==> src/rtl/mdec_pkg.sv <==
package mdec_pkg;

    typedef enum logic [2:0] {
        ST_CLEAR = 3'd0,
        ST_LOAD0 = 3'd1,
        ST_LOAD1 = 3'd2,
        ST_EVAL0 = 3'd3,
        ST_EVAL1 = 3'd4,
        ST_EVAL2 = 3'd5
    } step_t;

    localparam logic [1:0] PH_CLEAR = 2'd0;
    localparam logic [1:0] PH_LOAD  = 2'd1;
    localparam logic [1:0] PH_EVAL  = 2'd2;

endpackage

==> src/rtl/mdec_sequencer.sv <==
module mdec_sequencer
    import mdec_pkg::*;
(
    input  logic       clk,
    input  logic       rst,
    output logic       clear_en,
    output logic       load_en,
    output logic       eval_en,
    output logic       last_eval,
    output logic [1:0] phase_code
);

    step_t step_q;
    step_t step_d;

    // state register
    always_ff @(posedge clk) begin
        if (rst) begin
            step_q <= ST_CLEAR;
        end else begin
            step_q <= step_d;
        end
    end

    // transitions
    always_comb begin
        unique case (step_q)
            ST_CLEAR: step_d = ST_LOAD0;
            ST_LOAD0: step_d = ST_LOAD1;
            ST_LOAD1: step_d = ST_EVAL0;
            ST_EVAL0: step_d = ST_EVAL1;
            ST_EVAL1: step_d = ST_EVAL2;
            ST_EVAL2: step_d = ST_CLEAR;
            default:  step_d = ST_CLEAR;
        endcase
    end

    // outputs
    always_comb begin
        clear_en   = 1'b0;
        load_en    = 1'b0;
        eval_en    = 1'b0;
        last_eval  = 1'b0;
        phase_code = PH_CLEAR;
        unique case (step_q)
            ST_CLEAR: begin
                clear_en   = 1'b1;
                phase_code = PH_CLEAR;
            end
            ST_LOAD0, ST_LOAD1: begin
                load_en    = 1'b1;
                phase_code = PH_LOAD;
            end
            ST_EVAL0, ST_EVAL1: begin
                eval_en    = 1'b1;
                phase_code = PH_EVAL;
            end
            ST_EVAL2: begin
                eval_en    = 1'b1;
                last_eval  = 1'b1;
                phase_code = PH_EVAL;
            end
            default: begin
                phase_code = PH_CLEAR;
            end
        endcase
    end


    step_advance_chk: assert property (@(posedge clk) disable iff (rst)
        (step_q != ST_EVAL2) |=> (step_q == step_t'($past(step_q) + 3'd1)));


    step_wrap_chk: assert property (@(posedge clk) disable iff (rst)
        (step_q == ST_EVAL2) |=> (step_q == ST_CLEAR));

endmodule

==> src/rtl/mdec_store_cell.sv <==
module mdec_store_cell #(
    parameter bit POLARITY = 1'b0
) (
    input  logic clk,
    input  logic rst,
    input  logic clear_en,
    input  logic load_en,
    input  logic din,
    output logic q
);

    always_ff @(posedge clk) begin
        if (rst || clear_en) begin
            q <= POLARITY;
        end else if (load_en && din) begin
            q <= ~POLARITY;
        end
    end


    cell_clear_chk: assert property (@(posedge clk) disable iff (rst)
        clear_en |=> (q == POLARITY));


    cell_flip_chk: assert property (@(posedge clk) disable iff (rst)
        (load_en && din) |=> (q != POLARITY));


    cell_frozen_chk: assert property (@(posedge clk) disable iff (rst)
        (!clear_en && !load_en) |=> $stable(q));

endmodule

==> src/rtl/mdec_minority.sv <==
module mdec_minority #(
    parameter int WIDTH = 5
) (
    input  logic [WIDTH-1:0] vin,
    output logic             y
);

    localparam int CNT_W    = $clog2(WIDTH + 1);
    localparam int MAJ_THRS = (WIDTH + 1) / 2;

    logic [CNT_W-1:0] ones;

    always_comb begin
        ones = '0;
        for (int i = 0; i < WIDTH; i++) begin
            ones = ones + CNT_W'(vin[i]);
        end
        y = (ones < CNT_W'(MAJ_THRS));
    end

endmodule

==> src/rtl/phased_minority_decoder.sv <==
module phased_minority_decoder #(
    parameter int N_ADDR = 2
) (
    input  logic                     clk,
    input  logic                     rst,
    input  logic                     en_n,
    input  logic [N_ADDR-1:0]        addr,
    output logic [(1<<N_ADDR)-1:0]   dec_out,
    output logic [1:0]               phase_code,
    output logic                     result_valid
);

    localparam int N_OUT  = 1 << N_ADDR;
    localparam int N_OPS  = N_ADDR + 1;
    localparam int N_TIE  = N_OPS - 1;
    localparam int GATE_W = N_OPS + N_TIE;

    logic             clear_en;
    logic             load_en;
    logic             eval_en;
    logic             last_eval;
    logic [N_OUT-1:0] gate_y;

    mdec_sequencer u_seq (
        .clk        (clk),
        .rst        (rst),
        .clear_en   (clear_en),
        .load_en    (load_en),
        .eval_en    (eval_en),
        .last_eval  (last_eval),
        .phase_code (phase_code)
    );

    for (genvar g = 0; g < N_OUT; g++) begin : g_gate
        logic [N_OPS-1:0] ops;

        mdec_store_cell #(.POLARITY(1'b0)) u_en_cell (
            .clk      (clk),
            .rst      (rst),
            .clear_en (clear_en),
            .load_en  (load_en),
            .din      (en_n),
            .q        (ops[N_ADDR])
        );

        for (genvar j = 0; j < N_ADDR; j++) begin : g_addr
            localparam bit POL = (((g >> j) & 1) == 0) ? 1'b0 : 1'b1;
            mdec_store_cell #(.POLARITY(POL)) u_cell (
                .clk      (clk),
                .rst      (rst),
                .clear_en (clear_en),
                .load_en  (load_en),
                .din      (addr[j]),
                .q        (ops[j])
            );
        end

        mdec_minority #(.WIDTH(GATE_W)) u_min (
            .vin ({{N_TIE{1'b1}}, ops}),
            .y   (gate_y[g])
        );
    end

    always_ff @(posedge clk) begin
        if (rst) begin
            dec_out <= '0;
        end else if (eval_en) begin
            dec_out <= gate_y;
        end
    end

    assign result_valid = last_eval;


    out_onehot_chk: assert property (@(posedge clk) disable iff (rst)
        $onehot0(dec_out));


    out_frozen_chk: assert property (@(posedge clk) disable iff (rst)
        !eval_en |=> $stable(dec_out));


    valid_pulse_chk: assert property (@(posedge clk) disable iff (rst)
        result_valid |=> !result_valid);


    reset_state_chk: assert property (@(posedge clk)
        rst |=> (dec_out == '0 && phase_code == 2'd0 && !result_valid));

endmodule

==> config.mk <==
export PLATFORM = sky130hd
export DESIGN_NAME = phased_minority_decoder
export DESIGN_NICKNAME = d
export VERILOG_FILES = /design/src/rtl/mdec_pkg.sv /design/src/rtl/mdec_sequencer.sv /design/src/rtl/mdec_store_cell.sv /design/src/rtl/mdec_minority.sv /design/src/rtl/phased_minority_decoder.sv
export SDC_FILE = /design/constraint.sdc
export NUM_CORES = 1
export LEC_CHECK = 0
export ABC_AREA = 1
export CORE_AREA = 10 10 47 49
export CTS_BUF_LIST = sky130_fd_sc_hd__clkbuf_4
export DETAILED_ROUTE_END_ITERATION = 10
export DIE_AREA = 0 0 57 59
export GPL_ROUTABILITY_DRIVEN = 0
export PLACE_DENSITY = 0.71
export SKIP_CTS_REPAIR_TIMING = 1
export SLEW_MARGIN = 0
export SYNTH_ARGS = -nofsm -noshare
export SYNTH_HDL_FRONTEND = slang
export SYNTH_SLANG_ARGS = --single-unit
==> constraint.sdc <==
create_clock -name clk -period 1.8 [get_ports clk]
set_clock_uncertainty 0.15 [all_clocks]
set_input_delay 0.36 -clock clk [delete_from_list [all_inputs] [get_ports clk]]
set_output_delay 0.36 -clock clk [all_outputs]
set_load 0.01 [all_outputs]
==> results of run 1 <==
==> worst min path at each step <==
stage / from / endpoint
6_report: u_seq.step_q[0] / u_seq.step_q[0]
5_1_grt: u_seq.step_q[0] / u_seq.step_q[0]
4_1_cts: u_seq.step_q[0] / u_seq.step_q[0]
3_5_place_dp: u_seq.step_q[0] / u_seq.step_q[0]
3_3_place_gp: u_seq.step_q[0] / u_seq.step_q[0]
2_1_floorplan: rst / u_seq.step_q[1]
==> synth_stat cells, drive strengths merged <==
cell   instances
fa             4
o21ai          1
nor3b          1
nand4          3
dfxtp         12
nand2         20
a21oi          3
nor2          15
inv           15
==> registers in the layout (all words and copies together) (netlist names) <==
name	cells
dec_out	4
g_gate.g_addr.u_cell.q	4
g_gate.u_en_cell.q	1
u_seq.step_q	3
==> routing by layer <==
metal	share of wire	routed length, um
met1	0.46	512
met2	0.46	516
met3	0.068	76
met4	0.011	12
met5	0	0
==> cell type report <==
| type | instances | area (sq um) |
|---|---|---|
| Clock inverter | 1 | 3.75 |
| Sequential cell | 12 | 244 |
| Inverter | 15 | 56.3 |
| Tap cell | 16 | 20.0 |
| Fill cell | 143 | 633 |
| Timing Repair Buffer | 12 | 125 |
| Multi-Input combinational cell | 47 | 297 |
| Clock buffer | 3 | 22.5 |
==> kinds of logic after synthesis <==
kind of cell	after synthesis	synth area share
simple gates	39	0.325
compound gates	4	0.0401
buf+inv	15	0.0949
flops	12	0.405
fa+ha+maj	4	0.135
==> cells in the final DEF (no fill, tap or decap) <==
cell              n
a21oi_1           3
buf_4             1
clkbuf_4          3
clkdlybuf4s50_1   8
clkinv_1          1
dfxtp_1           9
dfxtp_2           3
dlymetal6s2s_1    3
fa_1              4
inv_1            14
inv_2             1
nand2_1          14
nand2_2           4
nand2_4           2
nand4_1           3
nor2_1           13
nor2_2            2
nor3b_2           1
o21ai_2           1
==> stage by stage <==
stage               hold slack [ns]   util  TNS (ns)
floorplan                     0.282      -         0
global placement              0.315  0.521         0
global route                  0.326  0.548         0
finish                        0.313  0.548         0
CTS                           0.333  0.540    -0.540
detailed placement            0.318  0.521         0
==> report_power, final <==
part	total [W]	internal [W]	switching [W]
logic	0.000144	0.0000697	0.0000740
clock network	0.000167	0.0000801	0.0000870
registers	0.000309	0.000288	0.0000213
total	0.000620	0.000438	0.000182
==> metrics.txt, run 1 <==
post-DR wirelength/cell=roughly 11 um; H-tree Lvls=1; Clock Tree Buf Depth=2; met2 usage=0.0992; Area Overhead vs Synth=29.5%; CP arrival=1.14 ns; GRT Util Overall=0.0682; WS Path Type=reg -> out; post-synthesis instance total=74; gr busiest metal=met2; Slew Limit Fails=0; worst path cell trace=clkdlybuf4s50_1; number of buffers created by CTS=3; via-per-instance ratio=4.46; Pwr Density=roughly 800 mW/mm^2; Post-DP HPWL=867 um; Top delay family on crit path=buffers and inverters; leakage power=a little over 0.4 nW; Skew-Pair Late Insertion Delay=roughly 0.27 ns; Final ANT Viol Nets=0; fmax=just over 600 MHz; final setup violation count=0; Nets=100; area share of the largest cell type after synthesis=0.405; CP startpoint kind=register; minimum clock period=approximately 1.6 ns; Syn Area/Cell=around 8 sq um; Tot Pwr=approximately 0.00062 W; clock transition at the registers of the reported paths=0.08 ns; crit end category=primary output; DRT Wirelength=1120 um; Hold Path Class=reg -> reg; DR DRC count=0; Slew Limit Headroom=0.799; unrepaired setup endpoints after global routing=no; vias in the first global route=between 400 and 500; VDD IR max=about 0.47 mV; diode count=0; CP max stage delay=0.54 ns; Initial Utilization=0.423; maxcap violations=0; hold path depth=1; I/O pin count=12; die width=57 um; Hold Vio Cnt, Final=0; register area share after synthesis=0.405; Critical Path RT=between 1 and 1.5 ns; Syn. warnings=0; crit path launch=dec_out[2]; row count=14; Die Ht=just under 60 um; synthesized net count=83; reg2reg setup slack=between 0.3 and 0.4 ns; worst-margin pin slew=approximately 0.3 ns; die area=roughly 0.0034 sq mm; Pre-antenna DRT Iters=1; placed instance area=around 730 sq um; Worst Setup Slack, final=about 0.15 ns; ranking of synthesized cells by area=dfxtp_1 41%, fa_1 14%, inv_1 8.9%; RR Endpoint=dec_out[0]; register bit total from synthesis=12; Synth Cell Area=slightly below 600 sq um; clk root buf=clkbuf_4; pin count of the biggest net entering global routing=9; status=complete, no violations; Worst Reg-to-Reg Cells=4; CTS tree=yes; first-pass GRT wire length=1820 um; core box area=around 0.0014 sq mm; Critical Path Sink=dec_out[2]; library cells used by synthesis=13; clk sink count=12; pre-CTS setup slack=approximately 0.055 ns; met1 Track Usage GR=0.0772; placed cells=a little over 100; CP Depth=1; Critical R2R Launch=g_gate[1].u_en_cell.q; CP bufs+invs=1; I/O Buffers=11; crit-path max FO=2; CP max-delay cell=clkdlybuf4s50_1; fraction of layout instances using a drive strength above 1=0.200; DR iter-0 viols=0; final instance area=768 sq um; met3 Use GR=0.0300; GR Overflow Total=0; routed vias=approximately 470; post-synth top area cell=dfxtp_1; antenna violations before repair=0; fin cells=between 100 and 150; final worst-path cycle share=0.915
Power figures use the tool's default switching activity.
==> run 2, diff against run 1 <==
- clock period: 1.8 -> 1.99 ns (I/O delays scaled with it)
==> metrics.txt, run 2 (synthesis results as in run 1) <==
commonest cells after routing, fill and taps aside=14 x inv_1, 14 x nand2_1, 13 x nor2_1, 9 x dfxtp_1, 8 x clkdlybuf4s50_1; Reg power frac=0.496; combinational share of power=0.227; clock share of power=0.277; Top delay family on crit path=flip-flops; status=complete, no violations; Psw=between 0.00015 and 0.0002 W; first-pass GRT wire length=between 1500 and 2000 um; Post-DP HPWL=894 um; Slew Limit Fails=0; biggest regs=dec_out: 4 flops, g_gate.g_addr.u_cell.q: 4 flops, u_seq.step_q: 3 flops; Hold Path Class=reg -> reg; Fill cells=around 140; H-tree Lvls=1; fmax=585 MHz; area of the multi-input gates=a little under 300 sq um; Worst Setup Slack, final=between 0.2 and 0.3 ns; minimum clock period=around 1.7 ns; final setup violation count=0; worst-margin pin slew=between 0.3 and 0.4 ns; Pwr Density=~740 mW/mm^2; Slew Limit Headroom=0.793; CP bufs+invs=3; clk root buf=clkbuf_4; pre-CTS setup slack=0.181 ns; Die Ht=about 59 um; final worst-path cycle share=0.859; Nets=99; Pre-antenna DRT Iters=4; Final ANT Viol Nets=0; clock transition at the registers of the reported paths=about 0.070 ns; Area Overhead vs Synth=28.3%; I/O pin count=12; fraction of layout instances using a drive strength above 1=0.191; core box area=0.00140 sq mm; cell with the most instances on the worst path=inv_1; Clock Tree Buf Depth=2; diode count=0; maxcap violations=0; CP arrival=1.16 ns; CP startpoint kind=register; Skew-Pair Late Insertion Delay=between 0.2 and 0.3 ns; I/O Buffers=11; clk sink count=12; row count=14; unrepaired setup endpoints after global routing=no; CP max-delay cell=dfxtp_2; DR DRC count=0; worst path cell trace=nand2_2, nand2_4, inv_1, nand2_1, inv_1, dlymetal6s2s_1; post-DR wirelength/cell=10.4 um; die area=between 0.003 and 0.004 sq mm; antenna violations before repair=0; Pint=about 0.0004 W; crit end category=primary output; Critical Path RT=1.44 ns; die width=approximately 57 um; leakage power=roughly 0.4 nW; Hold Vio Cnt, Final=0; VDD IR max=between 0.3 and 0.4 mV; routed vias=460; vias in the first global route=between 400 and 500; crit-path max FO=4; Initial Utilization=0.423; GR Overflow Total=0; CP max stage delay=between 0.3 and 0.4 ns; Reg area=between 200 and 250 sq um; number of buffers created by CTS=3; pin count of the biggest net entering global routing=10; DR iter-0 viols=7; Hold WS=approximately 0.29 ns; GRT Util Overall=0.0746; WS Path Type=reg -> out; via-per-instance ratio=~4.4; Sw Share=0.301; CTS tree=yes; DRT Wirelength=~1100 um
run 2: cell type report:
type                            count  share of cell area
Multi-Input combinational cell     47               0.390
Sequential cell                    12               0.321
Timing Repair Buffer               11               0.155
Inverter                           15              0.0740
Clock buffer                        3              0.0296
Tap cell                           16              0.0263
Clock inverter                      1             0.00493
run 2: path summary, 6_finish.rpt:
path | startpoint | to | slack [ns] | cells past startpoint
worst max register to register | g_gate[1].u_en_cell.q | dec_out[2] | 0.56 | 4
worst min-delay path | u_seq.step_q[0] | u_seq.step_q[0] | 0.29 | 1
worst min register to register | u_seq.step_q[0] | u_seq.step_q[0] | 0.29 | 1
worst max-delay path | u_seq.step_q[0] | phase_code[0] | 0.28 | 6
run 2: power by group through the flow:
| stage | Sequential, W | Combinational, W | Clock [W] |
|---|---|---|---|
| 2_1_floorplan | 0.000285 | 0.0000777 | 0 |
| 3_3_place_gp | 0.000283 | 0.000130 | 0 |
| 3_5_place_dp | 0.000285 | 0.000132 | 0 |
| 4_1_cts | 0.000279 | 0.000132 | 0.000166 |
| 5_1_grt | 0.000283 | 0.000147 | 0.000182 |
| 6_report | 0.000279 | 0.000128 | 0.000156 |
run 2: worst register-to-register path, cell delays in order (launching register included):
cell,delay [ns]
dfxtp_1,0.40
fa_1,0.56
nor2_1,0.04
nor2_1,0.12
nor2_2,0.05
run 2: stage by stage:
stage,setup TNS (ns),util,std cells,total power [W],area (sq um)
4_1_cts,-0.240,0.535,105,0.000576,749
3_5_place_dp,0,0.516,101,0.000416,723
6_report,0,0.543,105,0.000563,761
2_1_floorplan,0,-,74,0.000363,593
3_3_place_gp,0,0.516,101,0.000414,723
5_1_grt,0,0.543,105,0.000612,761
run 2: routing by layer:
metal,vias up,GRT usage,share of wire
li1,249,-,-
met1,193,0.0816,0.44
met4,0,0.0705,0.033
met5,-,0,0
met2,14,0.0930,0.42
met3,4,0.0494,0.10
